`src/rtl/updn_pkg.sv`:
```
package updn_pkg;

    localparam int CNT_W  = 25;
    localparam int LOAD_W = 24;
    localparam int CTRL_W = 8;

    localparam logic [1:0] SEL_COUNT  = 2'd0;
    localparam logic [1:0] SEL_PRESET = 2'd1;
    localparam logic [1:0] SEL_CTRL   = 2'd2;

    localparam int CTRL_EN_BIT  = 0;
    localparam int CTRL_IDX_BIT = 1;

    typedef enum logic [2:0] {
        ACT_HOLD        = 3'd0,
        ACT_CLEAR       = 3'd1,
        ACT_HOST_LOAD   = 3'd2,
        ACT_INDEX_LOAD  = 3'd3,
        ACT_STEP_UP     = 3'd4,
        ACT_STEP_DOWN   = 3'd5
    } step_act_e;

endpackage

```
`src/rtl/updn_host_regs.sv`:
```
module updn_host_regs
    import updn_pkg::*;
#(
    parameter int LW = LOAD_W,
    parameter int CW = CTRL_W
) (
    input  logic          clk,
    input  logic          rst_n,
    input  logic          host_we,
    input  logic [1:0]    host_sel,
    input  logic [LW-1:0] host_wdata,
    output logic [LW-1:0] preset_q,
    output logic [CW-1:0] ctrl_q,
    output logic          count_wr
);

    logic preset_wr;
    logic ctrl_wr;

    always_comb begin
        count_wr  = host_we && (host_sel == SEL_COUNT);
        preset_wr = host_we && (host_sel == SEL_PRESET);
        ctrl_wr   = host_we && (host_sel == SEL_CTRL);
    end

    always_ff @(posedge clk or negedge rst_n) begin
        if (!rst_n) begin
            preset_q <= '0;
            ctrl_q   <= '0;
        end else begin
            if (preset_wr) preset_q <= host_wdata;
            if (ctrl_wr)   ctrl_q   <= host_wdata[CW-1:0];
        end
    end


    preset_guard_chk: assert property (@(posedge clk) disable iff (!rst_n)
        !(host_we && host_sel == SEL_PRESET) |=> $stable(preset_q));


    ctrl_guard_chk: assert property (@(posedge clk) disable iff (!rst_n)
        !(host_we && host_sel == SEL_CTRL) |=> $stable(ctrl_q));

endmodule

```
`src/rtl/updn_step_arbiter.sv`:
```
module updn_step_arbiter
    import updn_pkg::*;
(
    input  logic      clear_cmd,
    input  logic      count_wr,
    input  logic      index_i,
    input  logic      idx_en,
    input  logic      cnt_en,
    input  logic      up_i,
    input  logic      down_i,
    output step_act_e act
);

    always_comb begin
        if (clear_cmd) begin
            act = ACT_CLEAR;
        end else if (count_wr) begin
            act = ACT_HOST_LOAD;
        end else if (index_i && idx_en) begin
            act = ACT_INDEX_LOAD;
        end else if (cnt_en && up_i && !down_i) begin
            act = ACT_STEP_UP;
        end else if (cnt_en && down_i && !up_i) begin
            act = ACT_STEP_DOWN;
        end else begin
            act = ACT_HOLD;
        end
    end

endmodule

```
`src/rtl/updn_count_core.sv`:
```
module updn_count_core
    import updn_pkg::*;
#(
    parameter int CW = CNT_W,
    parameter int LW = LOAD_W
) (
    input  logic          clk,
    input  logic          rst_n,
    input  step_act_e     act,
    input  logic [LW-1:0] host_val,
    input  logic [LW-1:0] preset,
    output logic [CW-1:0] count_q,
    output logic          carry_q,
    output logic          borrow_q,
    output logic          compare_q
);

    localparam int HI_W = CW - LW;
    localparam logic [CW-1:0] TOP_VAL = '1;

    logic [CW-1:0] count_n;
    logic [CW-1:0] preset_ext;
    logic          carry_n;
    logic          borrow_n;
    logic          compare_n;

    assign preset_ext = {{HI_W{1'b0}}, preset};

    always_comb begin
        count_n   = count_q;
        carry_n   = 1'b0;
        borrow_n  = 1'b0;
        compare_n = 1'b0;
        unique case (act)
            ACT_HOLD: begin
                count_n = count_q;
            end
            ACT_CLEAR: begin
                count_n = '0;
            end
            ACT_HOST_LOAD: begin
                count_n = {count_q[CW-1:LW], host_val};
            end
            ACT_INDEX_LOAD: begin
                count_n = {count_q[CW-1:LW], preset};
            end
            ACT_STEP_UP: begin
                count_n   = count_q + 1'b1;
                carry_n   = (count_q == TOP_VAL);
                compare_n = !carry_n && (count_n == preset_ext);
            end
            ACT_STEP_DOWN: begin
                count_n   = count_q - 1'b1;
                borrow_n  = (count_q == '0);
                compare_n = !borrow_n && (count_n == preset_ext);
            end
            default: begin
                count_n = count_q;
            end
        endcase
    end

    always_ff @(posedge clk or negedge rst_n) begin
        if (!rst_n) begin
            count_q   <= '0;
            carry_q   <= 1'b0;
            borrow_q  <= 1'b0;
            compare_q <= 1'b0;
        end else begin
            count_q   <= count_n;
            carry_q   <= carry_n;
            borrow_q  <= borrow_n;
            compare_q <= compare_n;
        end
    end


    flags_excl_chk: assert property (@(posedge clk) disable iff (!rst_n)
        $onehot0({carry_q, borrow_q, compare_q}));


    carry_wrap_chk: assert property (@(posedge clk) disable iff (!rst_n)
        $rose(carry_q) |-> (count_q == '0) && ($past(count_q) == TOP_VAL));


    borrow_wrap_chk: assert property (@(posedge clk) disable iff (!rst_n)
        $rose(borrow_q) |-> (count_q == TOP_VAL) && ($past(count_q) == '0));


    compare_match_chk: assert property (@(posedge clk) disable iff (!rst_n)
        compare_q |-> (count_q == {{HI_W{1'b0}}, $past(preset)}));

endmodule

```
`src/rtl/updn_flag_counter.sv`:
```
module updn_flag_counter
    import updn_pkg::*;
(
    input  logic              clk,
    input  logic              rst_n,
    input  logic              clear_cmd,
    input  logic              host_we,
    input  logic [1:0]        host_sel,
    input  logic [LOAD_W-1:0] host_wdata,
    input  logic              index_i,
    input  logic              up_i,
    input  logic              down_i,
    output logic [CNT_W-1:0]  count_q,
    output logic [LOAD_W-1:0] preset_q,
    output logic [CTRL_W-1:0] ctrl_q,
    output logic              carry_o,
    output logic              borrow_o,
    output logic              compare_o
);

    logic      count_wr;
    step_act_e act;

    updn_host_regs #(.LW(LOAD_W), .CW(CTRL_W)) u_regs (
        .clk       (clk),
        .rst_n     (rst_n),
        .host_we   (host_we),
        .host_sel  (host_sel),
        .host_wdata(host_wdata),
        .preset_q  (preset_q),
        .ctrl_q    (ctrl_q),
        .count_wr  (count_wr)
    );

    updn_step_arbiter u_arb (
        .clear_cmd(clear_cmd),
        .count_wr (count_wr),
        .index_i  (index_i),
        .idx_en   (ctrl_q[CTRL_IDX_BIT]),
        .cnt_en   (ctrl_q[CTRL_EN_BIT]),
        .up_i     (up_i),
        .down_i   (down_i),
        .act      (act)
    );

    updn_count_core #(.CW(CNT_W), .LW(LOAD_W)) u_core (
        .clk      (clk),
        .rst_n    (rst_n),
        .act      (act),
        .host_val (host_wdata),
        .preset   (preset_q),
        .count_q  (count_q),
        .carry_q  (carry_o),
        .borrow_q (borrow_o),
        .compare_q(compare_o)
    );


    idle_hold_chk: assert property (@(posedge clk) disable iff (!rst_n)
        (!clear_cmd && !(host_we && host_sel == SEL_COUNT) &&
         !(index_i && ctrl_q[CTRL_IDX_BIT]) && !ctrl_q[CTRL_EN_BIT])
        |=> $stable(count_q));


    clear_zero_chk: assert property (@(posedge clk) disable iff (!rst_n)
        clear_cmd |=> (count_q == '0) && !carry_o && !borrow_o && !compare_o);

endmodule

```
`config.mk`:
```
export PLATFORM = sky130hd
export DESIGN_NAME = updn_flag_counter
export DESIGN_NICKNAME = d
export VERILOG_FILES = /design/src/rtl/updn_pkg.sv /design/src/rtl/updn_host_regs.sv /design/src/rtl/updn_step_arbiter.sv /design/src/rtl/updn_count_core.sv /design/src/rtl/updn_flag_counter.sv
export SDC_FILE = /design/constraint.sdc
export NUM_CORES = 1
export LEC_CHECK = 0
export BUFFER_PORTS_ARGS = -buffer_cell sky130_fd_sc_hd__buf_2
export CORE_UTILIZATION = 35
export DETAILED_ROUTE_END_ITERATION = 16
export PLACE_DENSITY = 0.54
export SLEW_MARGIN = 10
export SYNTH_ARGS = -nofsm -noshare
export SYNTH_HDL_FRONTEND = slang
export SYNTH_SLANG_ARGS = --single-unit
```
`constraint.sdc`:
```
create_clock -name clk -period 3.35 [get_ports clk]
set_input_delay 0.1675 -clock clk [delete_from_list [all_inputs] [get_ports clk]]
set_output_delay 0.1675 -clock clk [all_outputs]
set_load 0.1 [all_outputs]
```
### After elaboration in Yosys (flattened, before gate mapping)

Index checks and enable logic that the tools add are counted.

| cells by class | value |
|---|---|
| $add $sub $neg | 2 |
| multipliers | 0 |
| divide/modulo/power cells | 0 |
| order comparisons | 0 |
| equality and inequality tests | 10 |
| shift operators | 0 |
| multiplexer cells | 9 |
| bitwise gates (word level) | 2 |
| reductions and logical operators | 19 |

Operator list:

| operator | number |
|---|---|
| $pmux W25 S5 | 1 |
| $eq A25 B24 Y1 | 2 |
| $add A25 B1 Y25 const B | 1 |
| $eq A25 B25 Y1 const B | 1 |
| $logic_not A25 Y1 | 1 |
| $sub A25 B1 Y25 const B | 1 |
| $mux W3 | 5 |
| $logic_and A1 B1 Y1 | 10 |
| $eq A3 B2 Y1 const B | 2 |
| $eq A3 B3 Y1 const B | 2 |
| $reduce_bool A5 Y1 | 1 |
| $logic_not A1 Y1 | 4 |
| $eq A3 B1 Y1 const B | 1 |
| $reduce_and A3 Y1 | 1 |
| $reduce_bool A3 Y1 | 1 |
| $eq A2 B1 Y1 const B | 1 |
| $eq A2 B2 Y1 const B | 1 |
| $logic_not A2 Y1 | 1 |
| $mux W1 | 2 |
| $not A1 Y1 | 2 |
| $pmux W1 S2 | 1 |

| storage, ports and cells | value |
|---|---|
| register bits after elaboration | 60 |
| bits in latches | 0 |
| RAM bits | 0 |
| ROM bits | 0 |
| input bits | 33 |
| word-level logic and storage cells | 49 |
| memories | 0 |

### Longest topological paths before layout

Gate-level depths: netlist of run 1.

| depth | value |
|---|---|
| word-level depth | 10 |
| gate-level depth with buffers | 10 |
| gate-level depth less buffers | 9 |

### Cells and area by module

Synthesis of run 1 repeated with hierarchy kept, for this count alone.

| unflattened totals | value |
|---|---|
| cell total of the unflattened synthesis | 576 |
| area total of the unflattened synthesis | 5161.2 um^2 |

Modules (own cells, without submodules):

| module | instances | cells each | area each (um^2) | seq. area each (um^2) |
|---|---|---|---|---|
| updn_count_core | 1 | 500 | 3812.4 | 700.7 |
| updn_host_regs | 1 | 69 | 1297.5 | 800.8 |
| updn_step_arbiter | 1 | 7 | 51.3 | 0.0 |

### Worst setup path after synthesis of run 1

Ideal clock, no wire load.

| timing path | value |
|---|---|
| path type | flip-flop to flip-flop |
| start | reg u_core.count_q[0] |
| end | reg u_core.compare_q |
| setup time | 95 ps |
| arrival time | 3084 ps |
| setup slack | 171 ps |
| stages on the path, launching flop included | 9 |
| buffers on the path | 0 |
| period minus slack after synthesis | 3179 ps |
| path through | dfrtp_1 ha_1 nand4_1 nor3_1 nand3_1 a211o_1 nor4b_1 nand4_1 o32ai_2 |

| on the way | value |
|---|---|
| cells in the longest elaborated chain, start to end | 4 |
| elaborated cells between the ends (all ways) | 11 |
| those cells by class | 2 x add/sub; 3 x eq/ne; 1 x mux; 5 x reduce/logical |

RTL lines:

| item | line | RTL |
|---|---|---|
| from (decl) | updn_count_core.sv:12 | `output logic [CW-1:0] count_q,` |
| from (signal assigned) | updn_count_core.sv:70 | `count_q <= count_n;` |
| $sub A25 B1 Y25, or another cell as far along | updn_count_core.sv:53 | `count_n = count_q - 1'b1;` |
| $eq A25 B24 Y1, or another cell as far along | updn_count_core.sv:55 | `compare_n = !borrow_n && (count_n == preset_ext);` |
| $logic_and A1 B1 Y1, on equally long branches | updn_count_core.sv:55, updn_count_core.sv:50 |  |
| $pmux W1 S2 * | updn_count_core.sv:34 | `unique case (act)` |
| named net u_core.compare_n | updn_count_core.sv:25 | `logic compare_n;` |
| to (signal assigned) | updn_count_core.sv:73 | `compare_q <= compare_n;` |
| to (decl) | updn_count_core.sv:15 | `output logic compare_q` |

The timed path passes the listed nets; every way through them passes the cells marked *.
A chain may end at the register's enable or synchronous reset.

### Worst setup path after layout of run 1

| timing path | value |
|---|---|
| start | reg u_core.count_q[6] |
| end | reg u_core.compare_q |

The elaborated chain is that of the path after synthesis.

==> impl_metrics.csv, run 1 <==
group,metric,value,unit
status,status,"completed",
route,wl_per_cell,20.8,um
finish,regArea,0.00150,mm2
finish,fillers,1336,
power_and_ir_drop,p_per_area,754,mW/mm2
timing,finalMaxSlewViolations,0,
global_route,antenna_found_initial,0,
worst_setup_path,cpPeakStageDelay,0.60,ns
route,met1_length,7.64,mm
timing,maxClockFrequency,0.335,GHz
worst_setup_path,worstPathArrival,3.24,ns
die,start_util,36.0,%
synth,async_reset_ff_share,100,%
clock_tree,numCtsBuffers,9,
global_route,grt_max_degree,45,
power_and_ir_drop,seq_power_share,23.8,%
die,chipWidth,119,um
synth,synth_edf_count,0,
timing,rsz0062_at_grt,"false",
synth,ys_seq_area_share,31.5,%
route,wl,16.8,mm
global_route,grt_pass1_vias,4477,
clock_tree,cts_resized,0,
timing,setup-tns-final,0,ns
placement,portBuffers,92,
finish,finalInstanceArea,0.00576,mm2
timing,fin_crit,2.99,ns
placement,place_area,0.00541,mm2
clock_tree,cts_tree,"yes",
worst_hold_path,hp-class,"input port to async pin",
route,drt_iter0_drc,289,
timing,fin_skew,0.00547,ns
worst_setup_path,cp-end-kind,"flip-flop",
power_and_ir_drop,pwr-share-comb,50.7,%
synth,yosysUniqueCellTypes,58,
power_and_ir_drop,internal_power,2.20,mW
placement,globalplace.congestion,0.907,
synth,synth_nets,585,
worst_setup_path,cp.required,3.61,ns
finish,utilization,43.5,%
timing,hold_viol,0,
worst_setup_path,path_buf_inv,0,
route,antenna_left,0,
job,maxCapViolations,0,
clock_tree,hold_buffers,0,
global_route,grt_pass1_wl,26.3,mm
route,highest_layer,"met4",
placement,dp_hpwl,12.3,mm
timing,setup_viol,0,
worst_setup_path,cp_cell_sequence,"or4_4 > nor4_4 > nand2_2 > a211o_1 > nor4_1 > nand4_1 > o32ai_2",
power_and_ir_drop,switchingPower,2.15,mW
synth,synth.top_cells.by_count,"dfrtp_1, nand2_1, o21ai_0",
timing,maxSlewHeadroom,16.7,%
power_and_ir_drop,power_leakage,2.56,nW
global_route,grt_use_total,25.0,%
clock_tree,clkLatencyLatePin,0.35,ns
route,wl_met3,1.08,mm
worst_setup_path,critPathLaunchType,"flip-flop",
route,viasPerCell,5.72,
timing,fin_crit_sh,89.2,%
die,ios,93,
worst_setup_path,path_class,"flip-flop to flip-flop",
synth,yosysTopAreaCell,"dfrtp_1",
clock_tree,clk_pin_slew,0.05,ns
synth,yosysMostFrequentCell,"dfrtp_1",
clock_tree,cts_buffer_depth,2,
power_and_ir_drop,pwr-share-clk,25.5,%
worst_setup_path,crit_slowest_cell,"dfrtp_1",
synth,synthTopCellsByArea,"dfrtp_1, mux2_2, xnor2_1",
synth,avgSynthCellArea,8.67,um2
worst_setup_path,cp_top_family,"simple AND/OR/NAND/NOR gates",
timing,worst_pin_slew,1.25,ns
worst_setup_path,cp_max_fo,15,
die,dieArea,0.0141,mm2
clock_tree,cts.sinks,60,
die,die_y,119,um
power_and_ir_drop,swShare,49.4,%
clock_tree,htreeDepth,3,
clock_tree,cts_setup_buffers,0,
finish,drive_above_1_share,27.4,%
synth,yosysTopAreaCellShare,31.5,%
clock_tree,cts-root-buf,"clkbuf_16",
finish,syn2layout_area_growth,20.9,%
power_and_ir_drop,vdd_ir_drop_max,0.432,mV
finish,multiInputGateArea,0.00303,mm2
die,placementRows,42,
synth,synthFlopType,"dfrtp_1",
synth,yosysWarnings,0,
finish,diodes,0,
die,core_area,0.0132,mm2
global_route,grt_overflow_total,0,
synth,ys_ff_latch,60,
route,via_count,4633,
finish,final_nets,664,
synth,netlist_area,0.00477,mm2
route,dr_wl_met2,7.66,mm
route,drc,0,
route,first_pass_iters,5,
synth,synthCells,550,
[cell usage in the layout (no fill, tap or decap), drive strengths merged, types with 5 or more instances in the layout]
cell    Yosys  routed
a21oi      23      23
and3        5       5
o31ai       5       5
nor4       16      16
nand2      43      43
dfrtp      60      60
o221ai     10      10
a211o       5       5
xnor2      34      34
nor2       32      32
mux2       34      34
o22ai       8       8
nand4      15      15
buf        15     113
clkbuf     30      12
xor2       34      34
nor3       23      23
mux2i      24      24
inv        11      11
o21ai      37      37
a31oi       6       6
nand3      23      23
[per-stage QoR]
step | hold slack, ns | power, mW | worst slack [ns] | instances
global route | 0.0647 | 4.56 | 0.142 | 810
CTS | 0.0452 | 4.37 | 0.355 | 810
detailed placement | 0.417 | 3.24 | 0.370 | 794
floorplan | -0.128 | 2.74 | 0.171 | 550
finish | 0.000351 | 4.35 | 0.363 | 810
global placement | 0.398 | 3.24 | 0.416 | 794
[sequential cells by signal, summed over array words and instances, names as in the netlist]
name              cells
u_core.count_q       25
u_core.compare_q      1
u_core.borrow_q       1
u_regs.ctrl_q         8
u_core.carry_q        1
u_regs.preset_q      24
[power groups by stage]
stage,combinational [mW],sequential (mW),clock [mW]
2_1_floorplan,1.02,1.72,0
3_3_place_gp,2.21,1.03,0
3_5_place_dp,2.20,1.04,0
4_1_cts,2.20,1.03,1.13
5_1_grt,2.33,1.06,1.16
6_report,2.20,1.03,1.11
[per-layer routing]
| metal | up-vias | GRT usage (%) |
|---|---|---|
| met5 | - | 0 |
| met4 | 0 | 10.0 |
| met3 | 30 | 5.12 |
| met2 | 164 | 38.7 |
| met1 | 2253 | 34.0 |
| li1 | 2186 | - |
[worst register-to-register path, stage by stage, from the launching register on]
cell     delay, ns
dfrtp_1       0.60
or4_4         0.56
nor4_4        0.42
nand2_2       0.11
a211o_1       0.33
nor4_1        0.45
nand4_1       0.16
o32ai_2       0.25
[cell type report]
cell class              instances  area share (%)
inverters                      11           0.717
multi-input cells             434            52.6
flip-flops and latches         60            26.1
clock inverters                 4            1.65
well taps                     176            3.82
repair buffers                113            10.7
clock buffers                  12            4.45
[cells by family after synthesis]
group           count (synthesis)  share of synthesized area (%)
mux                            58                           13.1
simple gates                  186                           21.0
buf+inv                        56                           4.94
xor+xnor                       68                           12.5
fa+ha+maj                       2                          0.525
compound gates                120                           16.4
flops                          60                           31.5
[final timing paths]
| kind | end | slack, ns | depth (start not counted) | startpoint |
|---|---|---|---|---|
| max | u_core.compare_q | 0.36 | 7 | u_core.count_q[6] |
| min | u_regs.preset_q[21] | 0.0004 | 1 | rst_n |
| max reg2reg | u_core.compare_q | 0.36 | 7 | u_core.count_q[6] |
| min reg2reg | u_regs.ctrl_q[5] | 0.50 | 1 | u_regs.ctrl_q[5] |
| max in group asynchronous | u_regs.preset_q[2] | 2.51 | 2 | rst_n |
| min in group clk | u_regs.preset_q[19] | 0.07 | 2 | host_wdata[19] |
(Power assumes the default switching activity.)
==> run 2: changes to the inputs <==
--- a/config.mk
+++ b/config.mk
@@ -9,7 +9,7 @@
 export CORE_UTILIZATION = 35
 export DETAILED_ROUTE_END_ITERATION = 16
 export PLACE_DENSITY = 0.54
-export SLEW_MARGIN = 10
+export RECOVER_POWER = 25
 export SYNTH_ARGS = -nofsm -noshare
 export SYNTH_HDL_FRONTEND = slang
 export SYNTH_SLANG_ARGS = --single-unit
==> run 2 against run 1 <==
The run now ends with capacitance limit, slew limit left. Largest power group unchanged. Critical path depth unchanged. Largest cell class unchanged. Clock-buffer cell count unchanged. Die area unchanged. Wire length about the same. Core utilization about the same. Clock skew about the same. Clock power about the same. Power about the same. Final area down 0.11%. Worst hold slack better by 0.066 ns.
==> impl_metrics.csv, run 2 (synthesis gave the netlist of run 1 again) <==
group,metric,value,unit
status,status,"finished with violations",
status,violations,"capacitance limit, slew limit",
clock_tree,cts.sinks,60,
power_and_ir_drop,power_leakage,2.55,nW
worst_setup_path,r2r_setup_slack,0.37,ns
timing,fin_crit,2.98,ns
worst_setup_path,r2r_start,"u_core.count_q[9]",
clock_tree,cts_setup_buffers,0,
finish,utilization,43.5,%
finish,top_register,"u_core.count_q",
finish,reg_top3,"u_core.count_q: 25 flops, u_regs.preset_q: 24 flops, u_regs.ctrl_q: 8 flops",
global_route,grt_pass1_wl,26.3,mm
timing,finalMaxSlewViolations,70,
timing,maxSlewHeadroom,-63.9,%
worst_hold_path,min_path_cells,2,
job,maxCapViolations,2,
route,viasPerCell,5.71,
clock_tree,htreeDepth,3,
timing,maxClockFrequency,0.335,GHz
route,first_pass_iters,4,
timing,hold_viol,0,
die,chipWidth,119,um
placement,pre_cts_slack,0.370,ns
die,ios,93,
global_route,grt.met1_usage,34.0,%
worst_hold_path,hold_end,"u_regs.preset_q[21]",
global_route,met2_usage,38.7,%
worst_setup_path,critPathLaunchType,"flip-flop",
clock_tree,clk_pin_slew,0.05,ns
global_route,busiest_layer,"met2",
die,dieArea,0.0141,mm2
global_route,grt_overflow_total,0,
timing,worst_pin_slew,2.46,ns
route,wl_per_cell,20.8,um
timing,fin_skew,0.00546,ns
worst_setup_path,cp_top_family,"simple AND/OR/NAND/NOR gates",
clock_tree,cts-root-buf,"clkbuf_16",
route,wl,16.8,mm
worst_setup_path,cp_cell_sequence,"or4_4 > nor4_4 > nand2_2 > a211o_1 > nor4_1 > nand4_1 > o32ai_2",
clock_tree,cts_resized,0,
die,placementRows,42,
route,antenna_left,0,
timing,fin_crit_sh,89.1,%
clock_tree,cts_buffer_depth,2,
global_route,globalRouteMet3Util,5.12,%
die,core_area,0.0132,mm2
placement,dp_cells,794,
worst_setup_path,timing.rr.end,"u_core.compare_q",
worst_setup_path,cpPeakStageDelay,0.62,ns
route,via_count,4622,
clock_tree,hold_buffers,0,
placement,globalplace.congestion,0.907,
route,drc,0,
placement,place_area,0.00541,mm2
power_and_ir_drop,power.total,4.35,mW
placement,portBuffers,92,
finish,final_cell_count_no_fill,810,
clock_tree,numCtsBuffers,9,
global_route,grt_pass1_vias,4477,
worst_setup_path,path_class,"flip-flop to flip-flop",
worst_setup_path,cp-end-kind,"flip-flop",
finish,fillers,1337,
worst_setup_path,crit_slowest_cell,"or4_4",
worst_setup_path,cp.required,3.61,ns
placement,dp_hpwl,12.3,mm
timing,setup_slack,0.366,ns
route,drt_iter0_drc,289,
clock_tree,cts_tree,"yes",
finish,final_nets,664,
power_and_ir_drop,p_per_area,755,mW/mm2
finish,drive_above_1_share,27.0,%
global_route,antenna_found_initial,0,
timing,setup-tns-final,0,ns
finish,largest_register_ffs,25,
worst_hold_path,worstHoldStart,"host_wdata[21]",
timing,whs,0.0667,ns
timing,rsz0062_at_grt,"false",
finish,syn2layout_area_growth,20.8,%
finish,finalInstanceArea,0.00576,mm2
power_and_ir_drop,vdd_ir_drop_max,0.432,mV
worst_setup_path,path_buf_inv,0,
die,die_y,119,um
worst_setup_path,r2r_cells,7,
worst_setup_path,cp_max_fo,12,
worst_hold_path,hp-class,"input port to flip-flop",
die,start_util,36.0,%
timing,setup_viol,0,
clock_tree,clkLatencyLatePin,0.35,ns
worst_setup_path,worstPathArrival,3.24,ns
finish,layout_commonest_cell,"buf_2",
global_route,grt_use_total,25.0,%
global_route,grt_max_degree,45,
finish,diodes,0,
finish,final_cell_mix,"buf_2, dfrtp_1, nand2_1, o21ai_0",
## run 2: changes by cell type in the layout (fill, tap and decap cells not counted)
cell      previous run  this run
buf_2               92        90
buf_4               21        20
clkbuf_1             1         4
## run 2: area by class of cell
type                    count  area (um2)  area share (%)
flip-flops and latches     60        1500            26.1
clock buffers              12         256            4.46
clock inverters             4        95.1            1.65
well taps                 176         220            3.83
multi-input cells         434        3030            52.6
inverters                  11        41.3           0.717
repair buffers            113         612            10.6
## run 2: where the power goes
part	internal, mW	switching [mW]
clock	0.765	0.344
combinational	0.600	1.60
sequential	0.834	0.200
total	2.20	2.15
## run 2: layer usage
metal  up-vias  routed length, um
li1       2185                  -
met4         0                433
met5         -                  0
met3        30               1110
met1      2241               7620
met2       166               7650
## run 2: worst max path at each step
stage                 startpoint                to  slack (ns)  cells past startpoint
2_1_floorplan  u_core.count_q[0]  u_core.compare_q        0.17                      8
3_3_place_gp   u_core.count_q[9]  u_core.compare_q        0.42                      7
3_5_place_dp   u_core.count_q[9]  u_core.compare_q        0.37                      7
4_1_cts        u_core.count_q[9]  u_core.compare_q        0.36                      7
5_1_grt        u_core.count_q[0]  u_core.compare_q        0.14                      8
6_report       u_core.count_q[9]  u_core.compare_q        0.37                      7
